--- src/rtl/disp_pkg.sv ---
package disp_pkg;
  typedef enum logic [2:0] {
    RT_NONE, RT_PLAIN, RT_LOAD, RT_STORE, RT_NSPEC, RT_NOP, RT_EXEC
  } route_e;
endpackage

--- src/rtl/disp_slot_decode.sv ---
module disp_slot_decode
  import disp_pkg::*;
(
  input  logic   valid_i,
  input  logic   squash_i,
  input  logic   load_i,
  input  logic   store_i,
  input  logic   nspec_i,
  input  logic   nop_i,
  input  logic   exec_i,
  output route_e route_o,
  output logic   need_o,
  output logic   drop_o
);
  assign need_o = valid_i & ~squash_i;
  assign drop_o = valid_i & squash_i;

  always_comb begin
    if (!need_o)      route_o = RT_NONE;
    else if (load_i)  route_o = RT_LOAD;
    else if (store_i) route_o = RT_STORE;
    else if (nspec_i) route_o = RT_NSPEC;
    else if (nop_i)   route_o = RT_NOP;
    else if (exec_i)  route_o = RT_EXEC;
    else              route_o = RT_PLAIN;
  end
endmodule

--- src/rtl/disp_free_scan.sv ---
module disp_free_scan #(
  parameter int W      = 4,
  parameter int FREE_W = 5
) (
  input  logic [W-1:0]      need_i,
  input  logic [W-1:0]      drop_i,
  input  logic [FREE_W-1:0] free_i,
  output logic [W-1:0]      take_o,
  output logic [W-1:0]      drop_o,
  output logic              halt_o
);
  logic [FREE_W-1:0] rem;
  logic              halted;

  always_comb begin
    rem    = free_i;
    halted = 1'b0;
    take_o = '0;
    drop_o = '0;
    for (int i = 0; i < W; i++) begin
      if (!halted) begin
        if (drop_i[i]) begin
          drop_o[i] = 1'b1;
        end else if (need_i[i]) begin
          if (rem == '0) begin
            halted = 1'b1;
          end else begin
            take_o[i] = 1'b1;
            rem       = rem - 1'b1;
          end
        end
      end
    end
    halt_o = halted;
  end
endmodule

--- src/rtl/disp_ctr.sv ---
module disp_ctr #(
  parameter int CNT_W = 16,
  parameter int INC_W = 3
) (
  input  logic             clk_i,
  input  logic             rst_ni,
  input  logic [INC_W-1:0] inc_i,
  output logic [CNT_W-1:0] cnt_o
);
  always_ff @(posedge clk_i or negedge rst_ni) begin
    if (!rst_ni) cnt_o <= '0;
    else         cnt_o <= cnt_o + CNT_W'(inc_i);
  end
endmodule

--- src/rtl/disp_router.sv ---
module disp_router
  import disp_pkg::*;
#(
  parameter int W        = 4,
  parameter int IQ_DEPTH = 16,
  parameter int CNT_W    = 16,
  localparam int FREE_W  = $clog2(IQ_DEPTH + 1),
  localparam int INC_W   = $clog2(W + 1)
) (
  input  logic              clk_i,
  input  logic              rst_ni,
  input  logic [W-1:0]      valid_i,
  input  logic [W-1:0]      squash_i,
  input  logic [W-1:0]      load_i,
  input  logic [W-1:0]      store_i,
  input  logic [W-1:0]      nspec_i,
  input  logic [W-1:0]      nop_i,
  input  logic [W-1:0]      exec_i,
  input  logic [FREE_W-1:0] iq_free_i,
  output logic [W-1:0]      iq_ins_o,
  output logic [W-1:0]      lq_ins_o,
  output logic [W-1:0]      sq_ins_o,
  output logic [W-1:0]      ns_ins_o,
  output logic [W-1:0]      tail_adv_o,
  output logic [W-1:0]      can_commit_o,
  output logic              exec_err_o,
  output logic              block_o,
  output logic              stall_o,
  output logic [CNT_W-1:0]  cnt_disp_o,
  output logic [CNT_W-1:0]  cnt_load_o,
  output logic [CNT_W-1:0]  cnt_store_o,
  output logic [CNT_W-1:0]  cnt_nspec_o,
  output logic [CNT_W-1:0]  cnt_squash_o,
  output logic [CNT_W-1:0]  cnt_full_o
);
  route_e       route [W];
  logic [W-1:0] need, drop, take, dropped, err_vec;
  logic         halt;

  for (genvar g = 0; g < W; g++) begin : g_slot
    disp_slot_decode u_dec (
      .valid_i (valid_i[g]),
      .squash_i(squash_i[g]),
      .load_i  (load_i[g]),
      .store_i (store_i[g]),
      .nspec_i (nspec_i[g]),
      .nop_i   (nop_i[g]),
      .exec_i  (exec_i[g]),
      .route_o (route[g]),
      .need_o  (need[g]),
      .drop_o  (drop[g])
    );

    always_comb begin
      iq_ins_o[g]     = 1'b0;
      lq_ins_o[g]     = 1'b0;
      sq_ins_o[g]     = 1'b0;
      ns_ins_o[g]     = 1'b0;
      tail_adv_o[g]   = 1'b0;
      can_commit_o[g] = 1'b0;
      err_vec[g]      = 1'b0;
      if (take[g]) begin
        unique case (route[g])
          RT_LOAD:  begin iq_ins_o[g] = 1'b1; lq_ins_o[g] = 1'b1; end
          RT_STORE: begin iq_ins_o[g] = 1'b1; sq_ins_o[g] = 1'b1; end
          RT_NSPEC: begin ns_ins_o[g] = 1'b1; can_commit_o[g] = 1'b1; end
          RT_NOP:   begin tail_adv_o[g] = 1'b1; can_commit_o[g] = 1'b1; end
          RT_EXEC:  begin
            tail_adv_o[g] = 1'b1; can_commit_o[g] = 1'b1; err_vec[g] = 1'b1;
          end
          RT_PLAIN: iq_ins_o[g] = 1'b1;
          default:  ;
        endcase
      end
    end
  end

  disp_free_scan #(.W(W), .FREE_W(FREE_W)) u_scan (
    .need_i(need),
    .drop_i(drop),
    .free_i(iq_free_i),
    .take_o(take),
    .drop_o(dropped),
    .halt_o(halt)
  );

  assign exec_err_o = |err_vec;
  assign block_o    = halt;
  assign stall_o    = halt;

  function automatic logic [INC_W-1:0] pop(input logic [W-1:0] v);
    pop = '0;
    for (int i = 0; i < W; i++) pop = pop + INC_W'(v[i]);
  endfunction

  disp_ctr #(.CNT_W(CNT_W), .INC_W(INC_W)) u_c_disp (
    .clk_i(clk_i), .rst_ni(rst_ni), .inc_i(pop(iq_ins_o)), .cnt_o(cnt_disp_o));
  disp_ctr #(.CNT_W(CNT_W), .INC_W(INC_W)) u_c_load (
    .clk_i(clk_i), .rst_ni(rst_ni), .inc_i(pop(lq_ins_o)), .cnt_o(cnt_load_o));
  disp_ctr #(.CNT_W(CNT_W), .INC_W(INC_W)) u_c_store (
    .clk_i(clk_i), .rst_ni(rst_ni), .inc_i(pop(sq_ins_o)), .cnt_o(cnt_store_o));
  disp_ctr #(.CNT_W(CNT_W), .INC_W(INC_W)) u_c_nspec (
    .clk_i(clk_i), .rst_ni(rst_ni), .inc_i(pop(ns_ins_o)), .cnt_o(cnt_nspec_o));
  disp_ctr #(.CNT_W(CNT_W), .INC_W(INC_W)) u_c_squash (
    .clk_i(clk_i), .rst_ni(rst_ni), .inc_i(pop(dropped)), .cnt_o(cnt_squash_o));
  disp_ctr #(.CNT_W(CNT_W), .INC_W(INC_W)) u_c_full (
    .clk_i(clk_i), .rst_ni(rst_ni), .inc_i(INC_W'(halt)), .cnt_o(cnt_full_o));
endmodule

--- config.mk ---
export PLATFORM = sky130hd
export DESIGN_NAME = disp_router
export DESIGN_NICKNAME = d
export VERILOG_FILES = /design/src/rtl/disp_pkg.sv /design/src/rtl/disp_slot_decode.sv /design/src/rtl/disp_free_scan.sv /design/src/rtl/disp_ctr.sv /design/src/rtl/disp_router.sv
export SDC_FILE = /design/constraint.sdc
export NUM_CORES = 1
export LEC_CHECK = 0
export ABC_AREA = 1
export ABC_CLOCK_PERIOD_IN_PS = 4300
export CAP_MARGIN = 15
export CORE_MARGIN = 10
export CORE_UTILIZATION = 45
export CTS_BUF_LIST = sky130_fd_sc_hd__clkbuf_4 sky130_fd_sc_hd__clkbuf_8
export DETAILED_ROUTE_END_ITERATION = 10
export PLACE_DENSITY = 0.76
export SLEW_MARGIN = 20
export SYNTH_ARGS = -nofsm -noshare
export SYNTH_HDL_FRONTEND = slang
export SYNTH_SLANG_ARGS = --single-unit
--- constraint.sdc ---
create_clock -name clk_i -period 4.3 [get_ports clk_i]
set_clock_uncertainty 0.2 [all_clocks]
set_input_delay 0.645 -clock clk_i [delete_from_list [all_inputs] [get_ports clk_i]]
set_output_delay 0.645 -clock clk_i [all_outputs]
set_load 0.02 [all_outputs]
==> impl.org, run 1 <==
** Run status
- The run finished, with violations left.
- The final reports fail on setup timing.

** STA
- Min setup slack post-route :: -0.7857 ns
- For the final routed database, the setup TNS stands at -26.18 ns.
- At the pin with the least slew margin, the transition time is 0.8850 ns.
- Maximum frequency from static timing analysis :: 196.6 MHz
- Dividing the final minimum period by the clock period gives 1.183.
- Hold Slack :: 0.1547 ns
- Count of final hold-check violations :: 0
- Max_slew headroom :: 0.4100
- Post-route minimum period :: 5.086 ns
- The final max-slew violation count is 0.
- Setup violators final :: 63
- RSZ-0062 raised after global routing :: yes

** Routing
- Post-route antenna net violation count :: 0
- For this run, design rule violations remaining after detail routing come to 0.
- Detailed Route Iter0 Violations :: 245
- Routed length per instance :: 17.42 um
- Total number of vias :: 5440
- Detailed-routing iteration count for the pre-antenna-repair pass :: 4
- Vias per inst :: 4.968
- Total Wirelength :: 19070 um

** Global route
- Global route overflow :: 0
- Number of global-route vias before repair :: 5673
- Entering global routing, the biggest net connects 70 pins.
- The number of antenna violations at the first check in global routing was 0.
- Wire length of the first global-routing pass :: 28670 um
- All-Layer GR Usage :: 0.2120

** Placement
- Port buffering added 157 buffers.
- Routability-driven placement finished with a final weighted congestion of 0.9027.
- Summed over all nets, the half-perimeter wirelength after detailed placement is 12820 um.

** Worst setup path
- Largest fanout on the critical path :: 4
- Buffering stage count on the worst path with inverters included :: 10
- Slowest library cell on the worst path :: sky130_fd_sc_hd__fa_1
- On the worst path, the slowest cell contributes a delay of 0.49 ns.
- Crit Reg-Reg Startpoint :: u_c_disp.cnt_o[0]$_DFF_PN0_
- Critical path startpoint category :: input port
- Crit end category :: flip-flop
- Across all register-to-register paths, the minimum setup slack is 1.78 ns.
- The most critical setup path has its startpoint at iq_free_i[1].
- STA puts the critical path data arrival time at 5.14 ns.
- By startpoint and endpoint, the worst setup path is classified as in -> reg.
- Critical path's most frequent cell :: sky130_fd_sc_hd__nand2_4
- In this design, the largest share of critical-path delay is due to simple AND/OR/NAND/NOR gates.
- Required @ worst endpoint :: 4.35 ns

** Logic synthesis
- Most numerous cell types in the synthesized netlist :: 98 x sky130_fd_sc_hd__inv_1, 96 x sky130_fd_sc_hd__dfrtp_1, 78 x sky130_fd_sc_hd__nand2_1
- After synthesis, the share of flip-flops with an asynchronous set or reset is 1.000.
- Synth top area cells :: sky130_fd_sc_hd__dfrtp_1 44%, sky130_fd_sc_hd__xor2_1 7.2%, sky130_fd_sc_hd__inv_1 6.7%, sky130_fd_sc_hd__fa_1 5.5%, sky130_fd_sc_hd__nand2_1 5.4%
- The mapped netlist covers 5461 sq um.
- Counting distinct cell types in the post-synthesis netlist gives 39.
- Mean instance size in the synthesized netlist :: 9.225 sq um
- Flip-flop and latch count after synthesis :: 96
- The most used flip-flop cell after synthesis is sky130_fd_sc_hd__dfrtp_1.
- Sequential fraction of the synthesis area :: 0.4399
- Number of warnings printed during yosys synthesis :: 0
- Number of synthesized flops with an enable pin :: 0
- The most common cell in the synthesized netlist is sky130_fd_sc_hd__inv_1.
- The share of synthesized area in the top cell type comes to 0.4399.
- sky130_fd_sc_hd__dfrtp_1 takes more of the synthesized area than any other cell.
- In the synthesized netlist, the number of instances is 592.
- The number of nets in the synthesized netlist is 652.

** Worst hold path
- In this run the worst hold path is classified as in -> async.

** Floorplanning
- DIE HEIGHT :: 130.2 um
- The die covers 16940 sq um.
- Pin placement for this block handled 158 I/O pins.
- Cell row count :: 40
- Core area :: 11960 sq um
- The die is 130.2 um wide.
- The initial utilization of the core area, before any placement, comes to 0.4566.

** Clock network
- Reg clk slew, reported paths :: 0.11 ns
- Clock tree from TritonCTS :: built
- CTS Sinks :: 96
- H-tree Lvls :: 3
- For the worst-skew pair, the clock arrives at the later sink with an insertion delay of 0.37 ns.
- Inserted Clock Buffers :: 9
- The clock passes through at most 2 buffers.
- Root cell of the clock tree :: sky130_fd_sc_hd__clkbuf_8
- Buffers inserted to repair hold after CTS numbered 0.

** Final layout
- Final layout net count :: 1003
- Of the cells placed in the final design, the portion with a size suffix greater than 1 is 0.4093.
- For this run, the share of the core covered by cells in the final layout is 0.7954.
- Layout Area Growth over Synthesis :: 74.20%
- 0 antenna diodes ended up in the layout.

** Power and ir drop
- Static leakage :: 4.656 nW
- Peak supply drop :: 0.3046 mV
- For this design the ratio of total power to cell area is 354.8 nW/um^2.
- Total power after layout :: 3.376 mW

** Job
- Max-Cap Viols :: 0
## sequential cells by signal, indices dropped and copies added (netlist names)
signal,flops
u_c_disp.cnt_o,16
u_c_full.cnt_o,16
u_c_load.cnt_o,16
u_c_nspec.cnt_o,16
u_c_squash.cnt_o,16
u_c_store.cnt_o,16
## cells in the final DEF (no fill, tap or decap), types with 7 or more instances in the layout
| cell type | n |
|---|---|
| sky130_fd_sc_hd__inv_1 | 80 |
| sky130_fd_sc_hd__nor3_1 | 13 |
| sky130_fd_sc_hd__nor2_1 | 37 |
| sky130_fd_sc_hd__xor2_1 | 42 |
| sky130_fd_sc_hd__clkbuf_8 | 9 |
| sky130_fd_sc_hd__a21oi_1 | 8 |
| sky130_fd_sc_hd__buf_4 | 176 |
| sky130_fd_sc_hd__nor2_4 | 14 |
| sky130_fd_sc_hd__dfrtp_1 | 96 |
| sky130_fd_sc_hd__nand2_1 | 59 |
| sky130_fd_sc_hd__fa_2 | 10 |
| sky130_fd_sc_hd__clkdlybuf4s50_1 | 135 |
| sky130_fd_sc_hd__xnor2_1 | 25 |
| sky130_fd_sc_hd__nor4_1 | 7 |
| sky130_fd_sc_hd__nand3_2 | 24 |
| sky130_fd_sc_hd__nand2_4 | 10 |
| sky130_fd_sc_hd__nand4_1 | 10 |
| sky130_fd_sc_hd__nand2_2 | 19 |
| sky130_fd_sc_hd__inv_2 | 17 |
| sky130_fd_sc_hd__nor3_2 | 8 |
| sky130_fd_sc_hd__buf_6 | 15 |
| sky130_fd_sc_hd__xnor2_2 | 7 |
| sky130_fd_sc_hd__nand3_4 | 10 |
| sky130_fd_sc_hd__nor2_2 | 13 |
| sky130_fd_sc_hd__nand3_1 | 18 |
## timing repair
item	4_1_cts	5_1_grt
pin swaps	45	54
resized for setup	99	121
setup endpoints to repair	97	87
buffers inserted	59	30
## final cells by class
| class | count | area [sq um] |
|---|---|---|
| clock buffer | 10 | 131.4 |
| clock inverter | 6 | 92.59 |
| fill | 756 | 2447 |
| inverter | 102 | 394.1 |
| multi-input combinational | 392 | 3348 |
| sequential | 96 | 2402 |
| tap | 147 | 183.9 |
| timing repair buffer | 342 | 2962 |
## power by group
| part | internal [mW] | switching [mW] | leakage [nW] | total [mW] |
|---|---|---|---|---|
| sequential | 1.07 | 0.246 | 1.20 | 1.32 |
| combinational | 0.668 | 0.710 | 3.34 | 1.38 |
| clock | 0.339 | 0.339 | 0.112 | 0.678 |
| total | 2.08 | 1.30 | 4.66 | 3.38 |
## stage by stage
step	setup WS, ns	instance area [sq um]	std cells
detailed placement	-1.608	8139	998
global placement	-1.495	8139	998
floorplan	-1.041	5628	592
CTS	-0.6752	9001	1073
global route	-1.028	9514	1095
finish	-0.7857	9514	1095
## kinds of logic after synthesis
| family | after synthesis | synth area share |
|---|---|---|
| AO/OA/AOI/OAI | 26 | 0.02956 |
| XOR/XNOR | 78 | 0.1265 |
| flip-flops | 96 | 0.4399 |
| AND/OR/NAND/NOR | 263 | 0.2520 |
| buffers and inverters | 104 | 0.07423 |
| adder cells (fa/ha/maj) | 25 | 0.07789 |
## final timing paths
path                                                end  cells after the start
min in group clk_i         u_c_load.cnt_o[15]$_DFF_PN0_                      1
max                        u_c_store.cnt_o[8]$_DFF_PN0_                     35
min reg2reg                u_c_load.cnt_o[15]$_DFF_PN0_                      1
max in group asynchronous   u_c_load.cnt_o[8]$_DFF_PN0_                      2
max reg2reg                u_c_disp.cnt_o[14]$_DFF_PN0_                      9
min                         u_c_full.cnt_o[5]$_DFF_PN0_                      1
## routing by layer
layer,up-vias,global-route usage,share of wire
li1,2568,-,-
met1,2647,0.2348,0.38
met2,177,0.3837,0.53
met3,48,0.05639,0.068
met4,0,0.07077,0.027
met5,-,0,0
Power figures use the tool's default switching activity.
==> run 2: changes to the inputs <==
Settings changed: ABC_CLOCK_PERIOD_IN_PS 4300 to not set, DONT_BUFFER_PORTS set to 1, PLACE_DENSITY 0.76 to not set, SLEW_MARGIN 20 to 5.
==> impl.org, run 2 (synthesized netlist as in run 1, its figures left out) <==
** Worst setup path
- Slowest library cell on the worst path :: sky130_fd_sc_hd__fa_1 (unchanged)
- Required @ worst endpoint :: 4.35 ns (about the same)
- The cell type with the highest occurrence count on the critical path was sky130_fd_sc_hd__nand2_4 (unchanged).
- The path type of the worst setup path is in -> reg (unchanged).
- The delay of the slowest critical-path stage came to 0.47 ns (was 0.49 ns).
- Crit Reg-Reg Startpoint :: u_c_disp.cnt_o[0]$_DFF_PN0_ (unchanged)
- The data arrival time of the critical path was 4.91 ns (was 5.14 ns).
- The biggest fanout along the worst timing path was 5 (was 4).
- Crit end category :: flip-flop (unchanged)
- Setup crit start :: iq_free_i[0] (was iq_free_i[1])
- Depth of the worst register-to-register path :: 9 (unchanged)
- Critical path startpoint category :: input port (unchanged)

** Final layout
- Layout Area Growth over Synthesis :: 40.44% (was 74.20%)
- The sequential cell area came to 2402 sq um (unchanged).
- The finished layout cell area was 7670 sq um (was 9514 sq um).
- Most frequent standard cell in the layout excluding fill and tap cells :: sky130_fd_sc_hd__buf_4 (unchanged)
- Antenna diode count :: 0 (unchanged)
- The area of the multi-input gates was 3233 sq um (was 3348 sq um).
- Most used cells in the layout excluding fill and tap cells: 135 x sky130_fd_sc_hd__buf_4, 96 x sky130_fd_sc_hd__dfrtp_1, 85 x sky130_fd_sc_hd__inv_1 (was 176 x sky130_fd_sc_hd__buf_4, 135 x sky130_fd_sc_hd__clkdlybuf4s50_1, 96 x sky130_fd_sc_hd__dfrtp_1).
- The fraction of layout cells with a size suffix above 1 is 0.4235 (was 0.4093).
- Final layout net count :: 814 (was 1003)
- The number of filler instances in the final layout is 1017 (was 756).

** Clock network
- Root cell of the clock tree :: sky130_fd_sc_hd__clkbuf_8 (unchanged)
- Clock tree from TritonCTS :: built (unchanged)
- Reg clk slew, reported paths :: 0.09 ns (was 0.11 ns)
- The number of clock buffers inserted by TritonCTS came to 9 (unchanged).
- The count of H-tree levels built during CTS was 3 (unchanged).
- CTS Sinks :: 96 (unchanged)
- The clock latency of the later-clocked register in the worst-skew pair is 0.37 ns (about the same).
- The clock tree buffer depth came to 2 (unchanged).

** Floorplanning
- The core region area was 11960 sq um (unchanged).
- Starting utilization of the core area :: 0.4566 (unchanged)
- The die span in y came to 130.2 um (unchanged).
- Cell row count :: 40 (unchanged)
- Number of top-level design ports :: 158 (unchanged)
- DIE AREA :: 16940 sq um (unchanged)
- Horizontal die dimension :: 130.2 um (unchanged)

** Placement
- Total cell area at the placement stage :: 6606 sq um (was 8139 sq um)
- Port Buffer Count :: 0 (was 157)
- The HPWL reported at the end of detailed placement came to 11500 um (was 12820 um).
- Final Wtd Congestion :: 0.8862 (was 0.9027)

** Power and ir drop
- The clock network power share was 0.234 (was 0.201).
- Switch share :: 0.3944 (was 0.3837)
- Total power after layout :: 2.889 mW (was 3.376 mW)
- The combinational share of power came to 0.228 (was 0.408).
- The internal power consumption came to 1.750 mW (was 2.081 mW).
- Static leakage :: 3.812 nW (was 4.656 nW)
- Pwr/cell area :: 376.7 nW/um^2 (was 354.8 nW/um^2)
- The maximum VDD drop came to 0.2589 mV (was 0.3046 mV).
- Share of power burned in registers :: 0.537 (was 0.391)
- Power dissipated by switching net loads :: 1.140 mW (was 1.295 mW)

** STA
- RSZ-0062 raised after global routing :: yes (unchanged)
- Period Utilization, post-route :: 1.130 (was 1.183)
- The transition time of the tightest slew-check pin came to 0.5031 ns (was 0.8850 ns).
- The post-route minimum period was 4.858 ns (was 5.086 ns).
- The final setup slack of the worst path is -0.5583 ns (was -0.7857 ns).
- The final max-slew violation count was 0 (unchanged).
- Setup violators final :: 44 (was 63)
- The normalized max-slew margin is 0.6646 (was 0.4100).
- Count of final hold-check violations :: 0 (unchanged)
- The highest attainable clock frequency was 205.8 MHz (was 196.6 MHz).

** Worst hold path
- Source of the worst hold timing path :: u_c_disp.cnt_o[15]$_DFF_PN0_
- The path type of the worst min-delay path was reg -> reg (was in -> async).
- Number of cells traversed by the worst hold path :: 1

** Routing
- The post-route DRC violation count came to 0 (unchanged).
- The uppermost layer routed was met4 (unchanged).
- The residual antenna-violating net count after detailed routing is 0 (unchanged).
- The sum of routed wire length over all layers came to 15180 um (was 19070 um).
- The via density per instance is 4.967 (was 4.968).
- Detailed-routing iteration count for the pre-antenna-repair pass :: 4 (unchanged)
- The routed length per placed instance came to 16.78 um (was 17.42 um).
- The routed length on met2 was 7613 um (was 10100 um).
- Met3 wirelength from detailed routing :: 1477 um (was 1294 um)
- Post-Route M1 WL :: 5865 um (was 7170 um)
- The number of DRC markers after the initial detailed-route iteration came to 162 (was 245).
- The total vias in the final route is 4495 (was 5440).

** Global route
- The maximum number of pins on one net before global-route repair was 97 (was 70).
- The via count of the first global-routing pass was 4573 (was 5673).
- Global route overflow :: 0 (unchanged)
- All-Layer GR Usage :: 0.1773 (was 0.2120)
- Number of antenna violations at the first check in global routing :: 0 (unchanged)
- The global-route wire length before repair is 23670 um (was 28670 um).

** Job
- Max-Cap Viols :: 0 (unchanged)

** Run status
- Failing checks: setup timing (unchanged).
- Result of the run :: complete, but fails checks (unchanged)
## run 2: cell types whose count changed in the layout (fill, tap and decap cells not counted), sizes merged, moves of 2 or more
cell and delta:
clkdlybuf4s50 -135, dlymetal6s2s -2, buf -45, dlygate4sd2 -2
clkbuf -4
## run 2: through the flow
step / setup WS [ns] / hold WS, ns / TNS, ns / std cells / util
4_1_cts: -0.5144 / 0.4240 / -13.31 / 891 / 0.6090
2_1_floorplan: -1.041 / 0.1494 / -36.03 / 592 / -
3_5_place_dp: -1.064 / 0.1519 / -38.20 / 845 / 0.5523
6_report: -0.5583 / 0.4120 / -13.67 / 905 / 0.6412
5_1_grt: -0.7869 / 0.4328 / -25.60 / 905 / 0.6412
3_3_place_gp: -0.9390 / 0.1525 / -31.93 / 845 / 0.5523
## run 2: repair_timing
item | in CTS | in global routing
pin swaps | 21 | 46
setup buffers | 31 | 23
hold buffers | 2 | 0
endpoints found under the hold margin | 96 | 0
endpoints found under the setup margin | 43 | 68
resized for setup | 50 | 74
## run 2: power groups by stage
stage                     sequential [mW]  combinational (mW)  clock [mW]
after floorplan                      1.46               0.367           0
after global placement               1.55               0.488           0
after detailed placement             1.55               0.511           0
after CTS                            1.54               0.600       0.694
after global routing                 1.58               0.761       0.737
final                                1.55               0.660       0.677
## run 2: final timing paths
check                                               end  slack (ns)
max in group asynchronous   u_c_load.cnt_o[0]$_DFF_PN0_        2.84
min in group asynchronous  u_c_full.cnt_o[10]$_DFF_PN0_        0.62
hold reg to reg            u_c_disp.cnt_o[15]$_DFF_PN0_        0.41
setup reg to reg           u_c_disp.cnt_o[14]$_DFF_PN0_        1.71
setup / recovery           u_c_disp.cnt_o[14]$_DFF_PN0_       -0.56
hold / removal             u_c_disp.cnt_o[15]$_DFF_PN0_        0.41
## run 2: final cells by class
type                       instances  area share
inverter                         102     0.05106
timing repair buffer             153      0.1605
clock buffer                      11     0.01974
multi-input combinational        392      0.4215
tap                              147     0.02398
sequential                        96      0.3132
clock inverter                     4    0.009951
## run 2: routing by layer
metal  vias to the layer above  track usage
met5                         -            0
met4                         0      0.05357
met3                        17      0.06653
met2                       115       0.2908
met1                      2169       0.2117
li1                       2194            -
## run 2: worst max-delay path, delay by kind of cell
family                   cells  cell delay, ns
AO/OA/AOI/OAI                1            0.14
XOR/XNOR                     1            0.15
adder cells (fa/ha/maj)      6            1.69
buffers and inverters        4            0.23
AND/OR/NAND/NOR             17            2.04
